--- config.mk ---
export PLATFORM = sky130hd
export DESIGN_NAME = pid_own_trace
export DESIGN_NICKNAME = d
export VERILOG_FILES = /design/src/rtl/pid_own_trace.sv
export SDC_FILE = /design/constraint.sdc
export NUM_CORES = 1
export LEC_CHECK = 0
export ABC_AREA = 1
export BUFFER_PORTS_ARGS = -buffer_cell sky130_fd_sc_hd__buf_2
export CELL_PAD_IN_SITES_DETAIL_PLACEMENT = 2
export CELL_PAD_IN_SITES_GLOBAL_PLACEMENT = 2
export CORE_ASPECT_RATIO = 1.4
export CORE_MARGIN = 2
export CORE_UTILIZATION = 25
export DETAILED_ROUTE_END_ITERATION = 12
export PLACE_DENSITY = 0.67
export SLEW_MARGIN = 25
export SYNTH_ARGS = -nofsm -noshare
export SYNTH_HDL_FRONTEND = slang
export SYNTH_SLANG_ARGS = --single-unit
--- constraint.sdc ---
create_clock -name clk -period 2.4 [get_ports clk]
set_input_delay 0.48 -clock clk [delete_from_list [all_inputs] [get_ports clk]]
set_output_delay 0.48 -clock clk [all_outputs]
set_load 0.05 [all_outputs]
--- src/rtl/pid_own_trace.sv ---
module pid_own_trace #(
  parameter int PID_W  = 8,
  parameter int PERIOD = 256
) (
  input  logic             clk,
  input  logic             rst_n,
  input  logic             trace_en,
  input  logic             period_en,
  input  logic             pid_we,
  input  logic [PID_W-1:0] pid_wdata,
  input  logic             sent_pulse,
  output logic             msg_valid,
  input  logic             msg_ack,
  output logic [PID_W-1:0] msg_pid,
  output logic             msg_kind
);
  localparam int CW = (PERIOD > 1) ? $clog2(PERIOD) : 1;
  localparam logic [CW-1:0] LAST = CW'(PERIOD - 1);
  localparam logic KIND_WR  = 1'b0;
  localparam logic KIND_PER = 1'b1;

  logic [PID_W-1:0] cur_pid;
  logic [CW-1:0]    cnt;
  logic             counting, due, accept, wr_evt;

  assign counting = trace_en && period_en;
  assign due      = counting && sent_pulse && (cnt == LAST);
  assign accept   = msg_valid && msg_ack;
  assign wr_evt   = trace_en && pid_we;

  always_ff @(posedge clk) begin
    if (!rst_n) cur_pid <= '0;
    else if (pid_we) cur_pid <= pid_wdata;
  end

  always_ff @(posedge clk) begin
    if (!rst_n || !counting || due || accept) cnt <= '0;
    else if (sent_pulse) cnt <= cnt + 1'b1;
  end

  always_ff @(posedge clk) begin
    if (!rst_n) begin
      msg_valid <= 1'b0;
      msg_pid   <= '0;
      msg_kind  <= KIND_WR;
    end else if (!trace_en) begin
      msg_valid <= 1'b0;
    end else if (wr_evt) begin
      msg_valid <= 1'b1;
      msg_pid   <= pid_wdata;
      msg_kind  <= KIND_WR;
    end else if (due && (!msg_valid || accept)) begin
      msg_valid <= 1'b1;
      msg_pid   <= cur_pid;
      msg_kind  <= KIND_PER;
    end else if (accept) begin
      msg_valid <= 1'b0;
    end
  end
endmodule

==> results summary, run 1 <==
The arrival time of data at the critical path endpoint is 1.61 ns. The synthesized netlist occupies a cell area of 1146 µm². Setup repair after global routing left no endpoint under its margin. The fraction of final layout cells sized beyond drive strength 1 came out at 19.55%.

For this design the top-level I/O count stands at 25. The clock group share of total power is 33.4%. The share of the synthesized area in the top cell type came out at 45.41%.

Across the VDD grid, the largest voltage drop is 256.2 µV. The effective utilization at floorplan is 25.68%. Relative to the synthesized area, the layout overhead comes to 19.21%. The flow ran to the end, and the final reports show no timing, DRC or antenna violations. The start-to-end type of the worst setup path is reg2reg.

The met3 global-route usage is 1.395%. The clock tree from TritonCTS is done. The via total after detailed routing came out at 1,074.

Sequential cells account for 52.2% of the total power. The start of the worst register-to-register path is cnt[1]$_SDFFE_PP0P_. The number of buffers inserted by post-CTS setup repair is 0. The combinational share of power is 14.4%. Traced cell by cell, the critical path runs through ha_1, nand3_2, nor2_4, nand3_4, nand2_4, nand2_1, nand2_1, nor2_1. The count of flip-flops with a built-in enable after synthesis is 0.

In this run the deepest clock path goes through 2 buffers. In this run, the number of DRC markers left after iteration 0 of detailed routing was 12. The quantity of hold-fixing buffers added after cts is 0.

The worst-skew pair later-pin latency is 0.27 ns. In this run the cell area measured after placement is 1311 µm². The wire length per cell came out at 12.58 µm. Detailed placement ended at an HPWL of 2399 µm. Clock tree synthesis found a total of 26 sinks.

The buffers plus inverters on the worst setup path is 0. By count the netlist is led by 37 x sky130_fd_sc_hd__nand2_1, 26 x sky130_fd_sc_hd__dfxtp_1, 24 x sky130_fd_sc_hd__nor2_1. The DRC violation count after routing is 0. The dominant synthesized flop cell is sky130_fd_sc_hd__dfxtp_1. The post-CTS clock slew at the launch and capture registers of the worst setup and hold paths came out at 0.10 ns. The power density relative to cell area is 642.6 nW/µm². The count of nets left with antenna violations once routing finished came out at 0. The number of port buffers is 24. The slack of the worst reg-to-reg path is 0.96 ns. The final design area excluding fillers came out at 1366 µm². In this run the number of cells on the critical path is 8. At the end of the flow the core is filled with cells to 30.61%.

The end of the critical path is msg_pid[3]$_SDFFE_PN0P_. The via count of the first global-routing pass is 1,265. The synthesized design spends more area on one cell type than any other, namely sky130_fd_sc_hd__dfxtp_1. The initialized floorplan defines 29 standard-cell rows. The last weighted congestion value of the routability-driven placer is 0.7140. The met2 usage is 25.53%. The count of mapped cells out of synthesis came out at 156. The first-pass detailed-route iteration total is 3. The delay contributed by the slowest stage of the critical path is 0.39 ns. In this run, distinct cell masters in the synthesized netlist total 22. The length in cells of the worst reg-to-reg path is 8. The initial antenna violation count came out at 0. The tool flagged a number of max-cap violations equal to 0. Data on the critical path is required at its endpoint by 2.57 ns.

Among all cell types in the netlist, the one instantiated most often is sky130_fd_sc_hd__nand2_1. The standby leakage power is 0.6038 nW. The max-slew headroom at the worst pin came out at 75.76%. The share of synthesized area occupied by flip-flops and latches is 45.41%. The number of gates resized after cts is 0.

The average cell area after synthesis came out at 7.347 µm². The vertical die dimension is 84.11 µm. The final-report max-slew violation count came out at 0. The number of failing hold endpoints at the final stage came out at 0. The achievable clock frequency is 696.4 MHz. The met1 usage in global routing came out at 13.48%. The final worst-path cycle share came out at 59.83%.

The ratio of routed vias to standard cells came out at 4.456. The post-detailed-routing wire length came out at 3031 µm. The tree is rooted in a sky130_fd_sc_hd__clkbuf_8.

In this run the power spent charging and discharging nets is 0.2443 mW. Among the stages of the critical path, the cell type that occurs most often is sky130_fd_sc_hd__nand2_1. The total inserted antenna cells is 0.

The die covers 5150 µm². The post-synthesis sequential element count is 26. The placeable core area is 4463 µm². The total congestion overflow after global routing is 0. The transition at the pin with the smallest max-transition slack is 0.3624 ns. Clock skew on the completed layout was measured at 0.003761 ns. The kind of start point of the critical path is a register. For this run, the post-layout net count is 196.

Among cell families on the critical path, the largest total delay comes from simple AND/OR/NAND/NOR gates. The worst hold slack came out at 0.4576 ns. The first global-routing pass estimated 5264 µm of wire. The tightest min-delay check is of the in2reg type.

The library cell contributing the largest single delay on the critical path is sky130_fd_sc_hd__dfxtp_1. The count of H-tree levels built during CTS came out at 1. The global-route layer with the greatest usage is met2. The fraction of power spent switching nets is 27.82%. The share of flip-flops with an asynchronous set or reset is 0%. The number of synthesis warnings came out at 0.

The x dimension of the die is 61.23 µm. The critical path starts at cnt[1]$_SDFFE_PP0P_. The clock buffer count from CTS came out at 3.

The number of nets in the synthesized netlist came out at 172. In this run the critical register-to-register path is captured at msg_pid[3]$_SDFFE_PN0P_. The post-layout minimum cycle time came out at 1.436 ns.

The kind of end point of the critical path is a register. The total track usage came out at 13.09%. The maximum fanout encountered on the critical timing path is 16. The sum of negative setup slack is 0 ns.

In the post-synthesis netlist, the biggest area contributors are sky130_fd_sc_hd__dfxtp_1 45%, sky130_fd_sc_hd__nand2_1 12%, sky130_fd_sc_hd__nor2_1 7.9%. Setup violations remaining at the end of the flow were counted as 0. The design internal power came out at 0.6337 mW.

The maximum number of pins on one net before global-route repair is 20.
## kinds of logic after synthesis
logic type / Yosys count / synth area share (%)
adders and majority gates: 1 / 1.092
and+or+nand+nor: 75 / 29.37
xor gates and xnor gates: 3 / 2.293
DFF: 26 / 45.41
buffers and inverters: 21 / 8.079
AOI/OAI and AO/OA: 29 / 12.88
muxes: 1 / 0.8734
## per-stage QoR
stage,total power [mW],setup slack (ns),std cells
after detailed placement,0.5986,0.8272,237
final,0.8780,0.9640,241
after floorplan,0.5585,1.022,156
after CTS,0.8946,0.9215,241
after global placement,0.5908,0.9020,237
after global routing,0.9193,0.8038,241
## worst register-to-register path, cell delays in order, from the launching register on
cell and delay, ns:
sky130_fd_sc_hd__dfxtp_1 0.39, sky130_fd_sc_hd__ha_1 0.20, sky130_fd_sc_hd__nand3_2 0.11, sky130_fd_sc_hd__nor2_4 0.18
sky130_fd_sc_hd__nand3_4 0.10, sky130_fd_sc_hd__nand2_4 0.17, sky130_fd_sc_hd__nand2_1 0.08, sky130_fd_sc_hd__nand2_1 0.07
sky130_fd_sc_hd__nor2_1 0.04
## how the worst min path moves through the flow
| stage | slack [ns] | to | startpoint | cells after the start |
|---|---|---|---|---|
| floorplan | 0.43 | cur_pid[0]$_SDFFE_PN0P_ | cur_pid[0]$_SDFFE_PN0P_ | 2 |
| global placement | 0.44 | cur_pid[2]$_SDFFE_PN0P_ | cur_pid[2]$_SDFFE_PN0P_ | 2 |
| detailed placement | 0.45 | cur_pid[3]$_SDFFE_PN0P_ | cur_pid[3]$_SDFFE_PN0P_ | 2 |
| CTS | 0.45 | cur_pid[6]$_SDFFE_PN0P_ | pid_wdata[6] | 3 |
| global route | 0.47 | msg_valid$_SDFFE_PN0P_ | trace_en | 3 |
| finish | 0.46 | msg_valid$_SDFFE_PN0P_ | trace_en | 3 |
## routing by layer
layer	wire, µm	part of all wire [%]
met3	77	2.5
met1	1198	40
met2	1725	57
met4	31	1.0
met5	0	0
## flip-flops by register name (all words and copies together), names as in the netlist
register and cells:
msg_pid 8, msg_valid 1, cnt 8, cur_pid 8
msg_kind 1
## placed cells by master, fill, tap and decap left out
cell                       count
sky130_fd_sc_hd__a21oi_1      11
sky130_fd_sc_hd__a31oi_1       2
sky130_fd_sc_hd__buf_2        24
sky130_fd_sc_hd__clkbuf_8      4
sky130_fd_sc_hd__dfxtp_1      26
sky130_fd_sc_hd__ha_1          1
sky130_fd_sc_hd__inv_1        16
sky130_fd_sc_hd__mux2i_1       1
sky130_fd_sc_hd__nand2_1      37
sky130_fd_sc_hd__nand2_2       1
sky130_fd_sc_hd__nand2_4       1
sky130_fd_sc_hd__nand3_1       3
sky130_fd_sc_hd__nand3_2       2
sky130_fd_sc_hd__nand3_4       1
sky130_fd_sc_hd__nor2_1       24
sky130_fd_sc_hd__nor2_2        1
sky130_fd_sc_hd__nor2_4        1
sky130_fd_sc_hd__nor3_1        4
sky130_fd_sc_hd__o21ai_0      16
sky130_fd_sc_hd__xnor2_1       2
sky130_fd_sc_hd__xor2_1        1
## power by group through the flow
stage               clock network [mW]  registers (mW)  logic [mW]
floorplan                            0           0.501      0.0579
global placement                     0           0.468       0.123
detailed placement                   0           0.469       0.129
CTS                              0.305           0.459       0.130
global route                     0.316           0.461       0.142
finish                           0.293           0.459       0.126
## final cells by class
| cell class | instances | area (µm²) |
|---|---|---|
| fillers | 555 | 3097 |
| inverters | 16 | 60.06 |
| well taps | 62 | 77.57 |
| repair buffers | 24 | 120.1 |
| flip-flops and latches | 26 | 520.5 |
| multi-input cells | 109 | 533.0 |
| clock buffers | 4 | 55.05 |
Note: power is estimated with default switching activity, not from simulation.
==> run 2: changes to the inputs <==
PLACE_DENSITY = 0.69   (was 0.67)
clock period = 1.25 ns   (was 2.4 ns; I/O delays follow)
==> results summary, run 2 (synthesis results as in run 1) <==
The flow ran to the end, but the final reports show violations. The checks that failed: negative setup slack. The clock buffer count from CTS came out at 3. The quantity of hold-fixing buffers added after cts came out at 0. The most common library cell in the layout ignoring fill and taps is sky130_fd_sc_hd__nand2_1. The delay contributed by the slowest stage of the critical path came out at 0.38 ns. After detailed routing, no signal wire sits above met4. The x dimension of the die came out at 61.23 µm. The worst hold path begins at trace_en. Traced cell by cell, the critical path runs through ha_4, nand3_4, nor2_4, nand3_4, nand2_8, nand2_1, nand2_1, nor2_1.

Counting along the longest clock path gives a buffer depth of 2. The number of top-level design ports is 25. For this configuration, the core starts out at a cell density of 25.68%. The routed wire length on met2 is 1942 µm. The ratio of routed vias to standard cells is 4.490. CTS built an H-tree with a depth of 1. The start of the worst register-to-register path is cnt[0]$_SDFFE_PP0P_. Before CTS, the worst setup slack after placement is -0.06703 ns. The sum of negative setup slack is -0.06098 ns. The worst hold path was traced through 3 stages. The worst setup path is captured at a register. The arrival time of data at the critical path endpoint is 1.45 ns.

The via total after detailed routing came out at 1,127. The clock tree from TritonCTS is done. By startpoint and endpoint, the worst setup path is classified as reg2reg.

The analysis attributes to cell leakage a power of 0.6648 nW. Across the run, the number of max-cap violations was 0. The congestion estimate from routability-driven global placement came to 0.7574. After detailed routing, the number of remaining DRC violations is 0. The number of cells in the finished layout apart from fillers came out at 251. The site row count is 29. The cell sitting at the root of the clock tree is a sky130_fd_sc_hd__clkbuf_8.

The worst clock skew is 0.001825 ns. The achievable clock frequency came out at 785.3 MHz. Headroom to the max-slew limit came out at 69.33%.

The via count of the first global-routing pass was 1,254. Along the worst path, the maximum fanout reaches 8. In the layout the commonest cells are 37 x sky130_fd_sc_hd__nand2_1, 24 x sky130_fd_sc_hd__buf_2, 23 x sky130_fd_sc_hd__nor2_1, 22 x sky130_fd_sc_hd__dfxtp_1. The post-CTS clock slew at the launch and capture registers of the worst setup and hold paths came out at 0.10 ns. The HPWL after detailed placement is 2423 µm. The worst setup path is launched from a register. The worst hold path terminates at msg_valid$_SDFFE_PN0P_. In this run the tool buffered the top-level ports with 24 buffer cells. The power density relative to cell area is 1221 nW/µm². The wire length on met1 came out at 1263 µm. The fraction of final layout cells sized beyond drive strength 1 is 28.04%. The number of DRC markers after the initial detailed-route iteration is 13. The library cell contributing the largest single delay on the critical path is sky130_fd_sc_hd__dfxtp_4. At the end of the flow the core is filled with cells to 33.95%. The type of the tightest min-delay check is in2reg.

Setup slack on the worst reg-to-reg path comes out at -0.02 ns. The final worst-path cycle share came out at 101.9%. The overall power after layout is 1.850 mW.

At the worst endpoint, the required time is 1.43 ns. The worst register-to-register path has a depth of 8. CTS saw 26 sinks. Setup repair after global routing could not meet its margin everywhere.

The area growth from synthesis to layout is 32.20%. The maximum number of pins on one net before global-route repair is 21. Summed over all layers, the routed wires come to 3331 µm.

The first-pass GRT wire length came out at 5492 µm. Setup violations remaining at the end of the flow were counted as 7. The initial antenna violation count came out at 0. The number of placed instances, taps included, is 243.

The first-pass detailed-route iteration total is 2. The die is 84.11 µm tall. The placeable core area came out at 4463 µm². At the pin with the least slew margin, the transition time is 0.4584 ns. The total congestion overflow after global routing is 0.

In the final layout, the registers with the most flip-flops are cnt x8, cur_pid x8, msg_pid x8. The wire length on met3 came out at 93 µm. The final-report max-slew violation count is 0. Subtracting the final worst setup slack from the clock period gives 1.273 ns.

The die outline area came out at 5150 µm². In the final routed layout, each cell accounts on average for 13.27 µm. The number of nets with antenna violations after detailed routing is 0. The worst setup slack after layout is -0.02339 ns. The later pin in the worst-skew pair is clocked with a latency of 0.27 ns. The worst register-to-register path ends at msg_pid[1]$_SDFFE_PN0P_. The total track usage came out at 13.90%.

The worst-case IR drop observed on VDD is 516.3 µV. The number of failing hold endpoints at the final stage came to 0. The total inserted antenna cells is 0. The number of nets at the end of the flow is 206.
-- run 2: how the worst max path moves through the flow --
stage                   startpoint                 endpoint  slack (ns)  depth (start not counted)
2_1_floorplan  cnt[1]$_SDFFE_PP0P_  msg_pid[5]$_SDFFE_PN0P_       0.006                          9
3_3_place_gp   cnt[1]$_SDFFE_PP0P_  msg_pid[7]$_SDFFE_PN0P_      -0.008                          8
3_5_place_dp   cnt[1]$_SDFFE_PP0P_  msg_pid[5]$_SDFFE_PN0P_       -0.07                          8
4_1_cts        cnt[0]$_SDFFE_PP0P_  msg_pid[1]$_SDFFE_PN0P_       -0.03                          8
5_1_grt        cnt[0]$_SDFFE_PP0P_  msg_pid[4]$_SDFFE_PN0P_       -0.11                          8
6_report       cnt[0]$_SDFFE_PP0P_  msg_pid[1]$_SDFFE_PN0P_       -0.02                          8
-- run 2: report_power, final --
part / internal (mW) / total [mW] / switching (mW) / leakage (nW)
Combinational: 0.0782 / 0.255 / 0.177 / 0.413
Clock: 0.429 / 0.716 / 0.287 / 0.0357
Sequential: 0.862 / 0.879 / 0.0175 / 0.216
Total: 1.37 / 1.85 / 0.482 / 0.665
-- run 2: metrics by stage --
stage               cell area, µm²  hold slack (ns)
floorplan                     1162           0.3400
global placement              1373           0.4378
detailed placement            1373           0.4531
CTS                           1496           0.2161
global route                  1515           0.2297
finish                        1515           0.2206
-- run 2: cell type report --
| class | instances | area (µm²) |
|---|---|---|
| fill | 563 | 2948 |
| multi-input combinational | 110 | 584.3 |
| sequential | 26 | 530.5 |
| timing repair buffer | 33 | 191.4 |
| tap | 62 | 77.57 |
| inverter | 16 | 60.06 |
| clock buffer | 3 | 41.29 |
| clock inverter | 1 | 30.03 |
-- run 2: routing by layer --
metal | global-route usage (%) | vias to the layer above
met2 | 25.92 | 13
met4 | 4.743 | 0
li1 | - | 557
met1 | 15.36 | 553
met3 | 1.395 | 4
met5 | 0 | -
-- run 2: timing repair --
action	4_1_cts	5_1_grt
cloned	1	0
pin swaps	0	0
gates resized for setup	6	3
setup endpoints to repair	16	16
buffers inserted	2	1
-- run 2: critical path: cells and delay by family (launching register included) --
kind	cells	cell delay, ns
simple gates	7	0.67
flops	1	0.38
fa+ha+maj	1	0.14
==> run 3: changes to the inputs <==
ABC_AREA = not set   (was 1)
PLACE_DENSITY = 0.64   (was 0.69)
==> results summary, run 3 <==
Combinational logic is responsible for 15.0% of the overall power. Once routing completed, OpenROAD measured the worst setup slack at -0.3584 ns. The worst hold path terminates at msg_valid$_SDFFE_PN0P_.

The most common library cell in the layout ignoring fill and taps is sky130_fd_sc_hd__buf_2. Setup violations remaining at the end of the flow were counted as 17. The buffers plus inverters on the worst setup path came out at 1. The number of sinks driven by the clock tree came out at 26.

The launch point of the worst hold path is rst_n. For this design the static power due to leakage is 0.7306 nW. Of all flip-flops after synthesis, the portion carrying an async set or reset was 0%. The worst register-to-register path ends at msg_pid[4]$_SDFFE_PN0P_. The quantity of hold-fixing buffers added after cts came out at 0. Measured in cells, the most critical reg-to-reg path has a length of 6. The die covers 5187 µm². Dividing the detail-routed via count by the number of cells gives 4.427. The max-slew headroom at the worst pin came out at 83.65%.

By count the netlist is led by 26 x sky130_fd_sc_hd__dfxtp_1, 22 x sky130_fd_sc_hd__nand2_1, 17 x sky130_fd_sc_hd__mux2i_1. The number of nets in the synthesized netlist came out at 134. The library cell contributing the largest single delay on the critical path is sky130_fd_sc_hd__or4_4. The post-layout minimum cycle time came out at 1.608 ns. The x dimension of the die is 61.44 µm. After synthesis, the netlist uses 24 different library cells. The vertical die dimension came out at 84.42 µm. The clock buffer count from CTS is 3.

The worst-case vdd ir drop is 348.5 µV. Summed over its instances, the top area cell type makes up 45.07% of the synthesized netlist area. Setup repair after global routing could not meet its margin everywhere. The routed layout has 1,005 vias.

The number of nets with antenna violations after detailed routing came out at 0. A synthesized cell averages 9.787 µm². The last weighted congestion value of the routability-driven placer is 0.6991.

The met1 usage in global routing is 13.42%. The transition at the pin with the smallest max-transition slack is 0.2446 ns. The number of max-cap violations came out at 0.

The post-detailed-routing wire length came out at 3209 µm. The net switching power of the design is 0.4058 mW. The critical path goes through ha_4, nand4_4, or4_4, o21ai_4, buf_12, mux2i_1. The core region is 4499 µm². The repair_antennas step left the layout with diodes totalling 0. The later pin in the worst-skew pair is clocked with a latency of 0.27 ns. The site row count is 29. The clock tree from TritonCTS is done. The post-CTS clock slew at the launch and capture registers of the worst setup and hold paths came out at 0.09 ns. The share of synthesized area occupied by flip-flops and latches is 45.07%.

The clock group share of total power came out at 30.2%. The count of cells along the worst hold path came out at 3. The count of fill cells added during filler insertion is 538. The kind of start point of the critical path is a register. The delay contributed by the slowest stage of the critical path came out at 0.47 ns. The area growth from synthesis to layout is 40.74%.

The wire length per cell is 14.14 µm. Yosys instantiated no cell more often than sky130_fd_sc_hd__dfxtp_1. The global-route layer with the greatest usage is met2. Net switching is 25.58% of the power. The final layout contains 183 nets.

By startpoint and endpoint, the worst setup path is classified as reg2reg. For this design the top-level I/O count stands at 25. The number of synthesis warnings is 0. The root buffer cell chosen for the clock tree is sky130_fd_sc_hd__clkbuf_8.

The synthesized design spends more area on one cell type than any other, namely sky130_fd_sc_hd__dfxtp_1. The via count of the first global-routing pass is 1,122. STA classifies the critical path endpoint as a register. The final reports fail on negative setup slack. The final-report max-slew violation count was 0. The met3 global-route usage came out at 1.695%. The count of mapped cells out of synthesis came out at 118. By area the synthesized netlist is led by sky130_fd_sc_hd__dfxtp_1 45%, sky130_fd_sc_hd__mux2i_1 15%, sky130_fd_sc_hd__mux2_2 7.8%. The post-synthesis sequential element count came out at 26. The sequential cell fraction of total power came out at 54.8%. The design internal power is 1.181 mW. The sum of negative setup slack came out at -4.978 ns. The final worst-path cycle share came out at 128.7%. Grouping stages by cell kind, the critical path spends the most delay in simple AND/OR/NAND/NOR gates. The top cell types in the final layout, fill and taps aside, are 24 x sky130_fd_sc_hd__buf_2, 23 x sky130_fd_sc_hd__dfxtp_1, 22 x sky130_fd_sc_hd__nand2_1, 21 x sky130_fd_sc_hd__buf_4, 17 x sky130_fd_sc_hd__mux2i_1. For flop-to-flop paths, the worst setup slack is -0.36 ns. The initial antenna violation count was 0.

The met2 usage is 24.37%. The worst register-to-register path begins at cnt[1]$_SDFFE_PP0P_. The HPWL after detailed placement is 2415 µm. The total track usage is 12.81%. The critical path startpoint is cnt[1]$_SDFFE_PP0P_.

The post-route netlist has 43.03% of its cells at a drive strength greater than 1. The power density relative to cell area came out at 976.1 nW/µm². In the final layout, the registers with the most flip-flops are cnt x8, cur_pid x8, msg_pid x8. Before antenna repair, the detailed router went through 4 iterations.

Counting flops with a built-in enable in the synthesized netlist gives 0. In this run the worst hold path is classified as in2reg. Based on the critical path, the design can be clocked at up to 621.7 MHz.

The count of H-tree levels built during CTS is 1. Entering global routing, the biggest net connects 26 pins. The share of the core filled with cells came out at 36.12%.

In this run the worst path has a maximum fanout of 8. In the routed design, unresolved DRC markers number 0. The first-pass GRT wire length is 4981 µm. The effective utilization at floorplan is 25.67%. The number of failing hold endpoints at the final stage came out at 0. The worst clock skew is 0.004113 ns. The number of port buffers came out at 24. The data required time at the worst endpoint came out at 1.45 ns. Among all flip-flop cells after synthesis, the most frequent one is sky130_fd_sc_hd__dfxtp_1.

The cell area after synthesis came out at 1155 µm². In this run the deepest clock path goes through 2 buffers. The total congestion overflow after global routing is 0.

Data arrives at the worst endpoint at 1.81 ns. The first routing iteration left 33 violations. The run finished, with violations left.
## run 3: cell types whose count changed in the layout (fill, tap and decap cells not counted), sizes merged, moves of 2 or more
cell | before | now
nand2 | 40 | 22
nor2 | 26 | 9
mux2i | 1 | 17
buf | 33 | 48
inv | 16 | 1
o21ai | 16 | 2
a21oi | 11 | 2
nor2b | 0 | 9
mux2 | 0 | 8
nor3 | 4 | 0
nand3 | 6 | 3
a31oi | 2 | 0
nand4 | 0 | 2
xor2 | 1 | 3
## run 3: metrics by stage
stage          instances  power, mW  worst slack, ns  instance area [µm²]  hold WS, ns
3_3_place_gp         220      1.119          -0.2828                 1524       0.4414
4_1_cts              223      1.618          -0.3593                 1565       0.2323
3_5_place_dp         220      1.130          -0.3381                 1524       0.4507
5_1_grt              227      1.667          -0.4608                 1625       0.2306
2_1_floorplan        118      1.029          -0.3251                 1180       0.3587
6_report             227      1.587          -0.3584                 1625       0.2326
## run 3: cells by family after synthesis
logic type	count (synthesis)	synth area share (%)
AO/OA/AOI/OAI	5	3.575
buffers and inverters	5	1.733
adder cells (fa/ha/maj)	1	1.083
AND/OR/NAND/NOR	50	21.45
multiplexers	25	22.54
flip-flops	26	45.07
XOR/XNOR	6	4.551
## run 3: how the worst max path moves through the flow
stage               cells after the start  slack (ns)                       to
global placement                        6       -0.28  msg_pid[4]$_SDFFE_PN0P_
global route                            6       -0.46  msg_pid[0]$_SDFFE_PN0P_
finish                                  6       -0.36  msg_pid[4]$_SDFFE_PN0P_
CTS                                     6       -0.36  msg_pid[4]$_SDFFE_PN0P_
detailed placement                      6       -0.34  msg_pid[5]$_SDFFE_PN0P_
floorplan                               5       -0.33  msg_pid[0]$_SDFFE_PN0P_
## run 3: power groups by stage
stage / clock, mW / sequential, mW / combinational, mW
3_5_place_dp: 0 / 0.889 / 0.241
6_report: 0.479 / 0.869 / 0.239
2_1_floorplan: 0 / 0.924 / 0.105
3_3_place_gp: 0 / 0.887 / 0.232
4_1_cts: 0.506 / 0.870 / 0.242
5_1_grt: 0.532 / 0.873 / 0.262
## run 3: what timing repair did
action,4_1_cts,5_1_grt
pin swaps,1,1
setup endpoints to repair,17,17
hold endpoints to repair,0,0
setup buffers,0,4
gates resized for setup,0,8
## run 3: layout make-up
cell class,count,area [µm²],area share [%]
well taps,62,77.57,4.773
clock buffers,3,41.29,2.540
inverters,1,3.754,0.2309
multi-input cells,87,658.1,40.49
repair buffers,48,320.3,19.71
flip-flops and latches,26,524.3,32.26
## run 3: routing by layer
| metal | part of all wire [%] | vias to the layer above | wire length, µm |
|---|---|---|---|
| met5 | 0 | - | 0 |
| met3 | 3.5 | 6 | 111 |
| li1 | - | 487 | - |
| met4 | 2.7 | 0 | 86 |
| met1 | 37 | 491 | 1177 |
| met2 | 57 | 21 | 1834 |
## run 3: tightest hold or removal path: cells and delay by family
kind                   cells  cell delay, ns
buffers and inverters      1            0.12
and+or+nand+nor            1            0.06
AOI/OAI and AO/OA          1            0.04
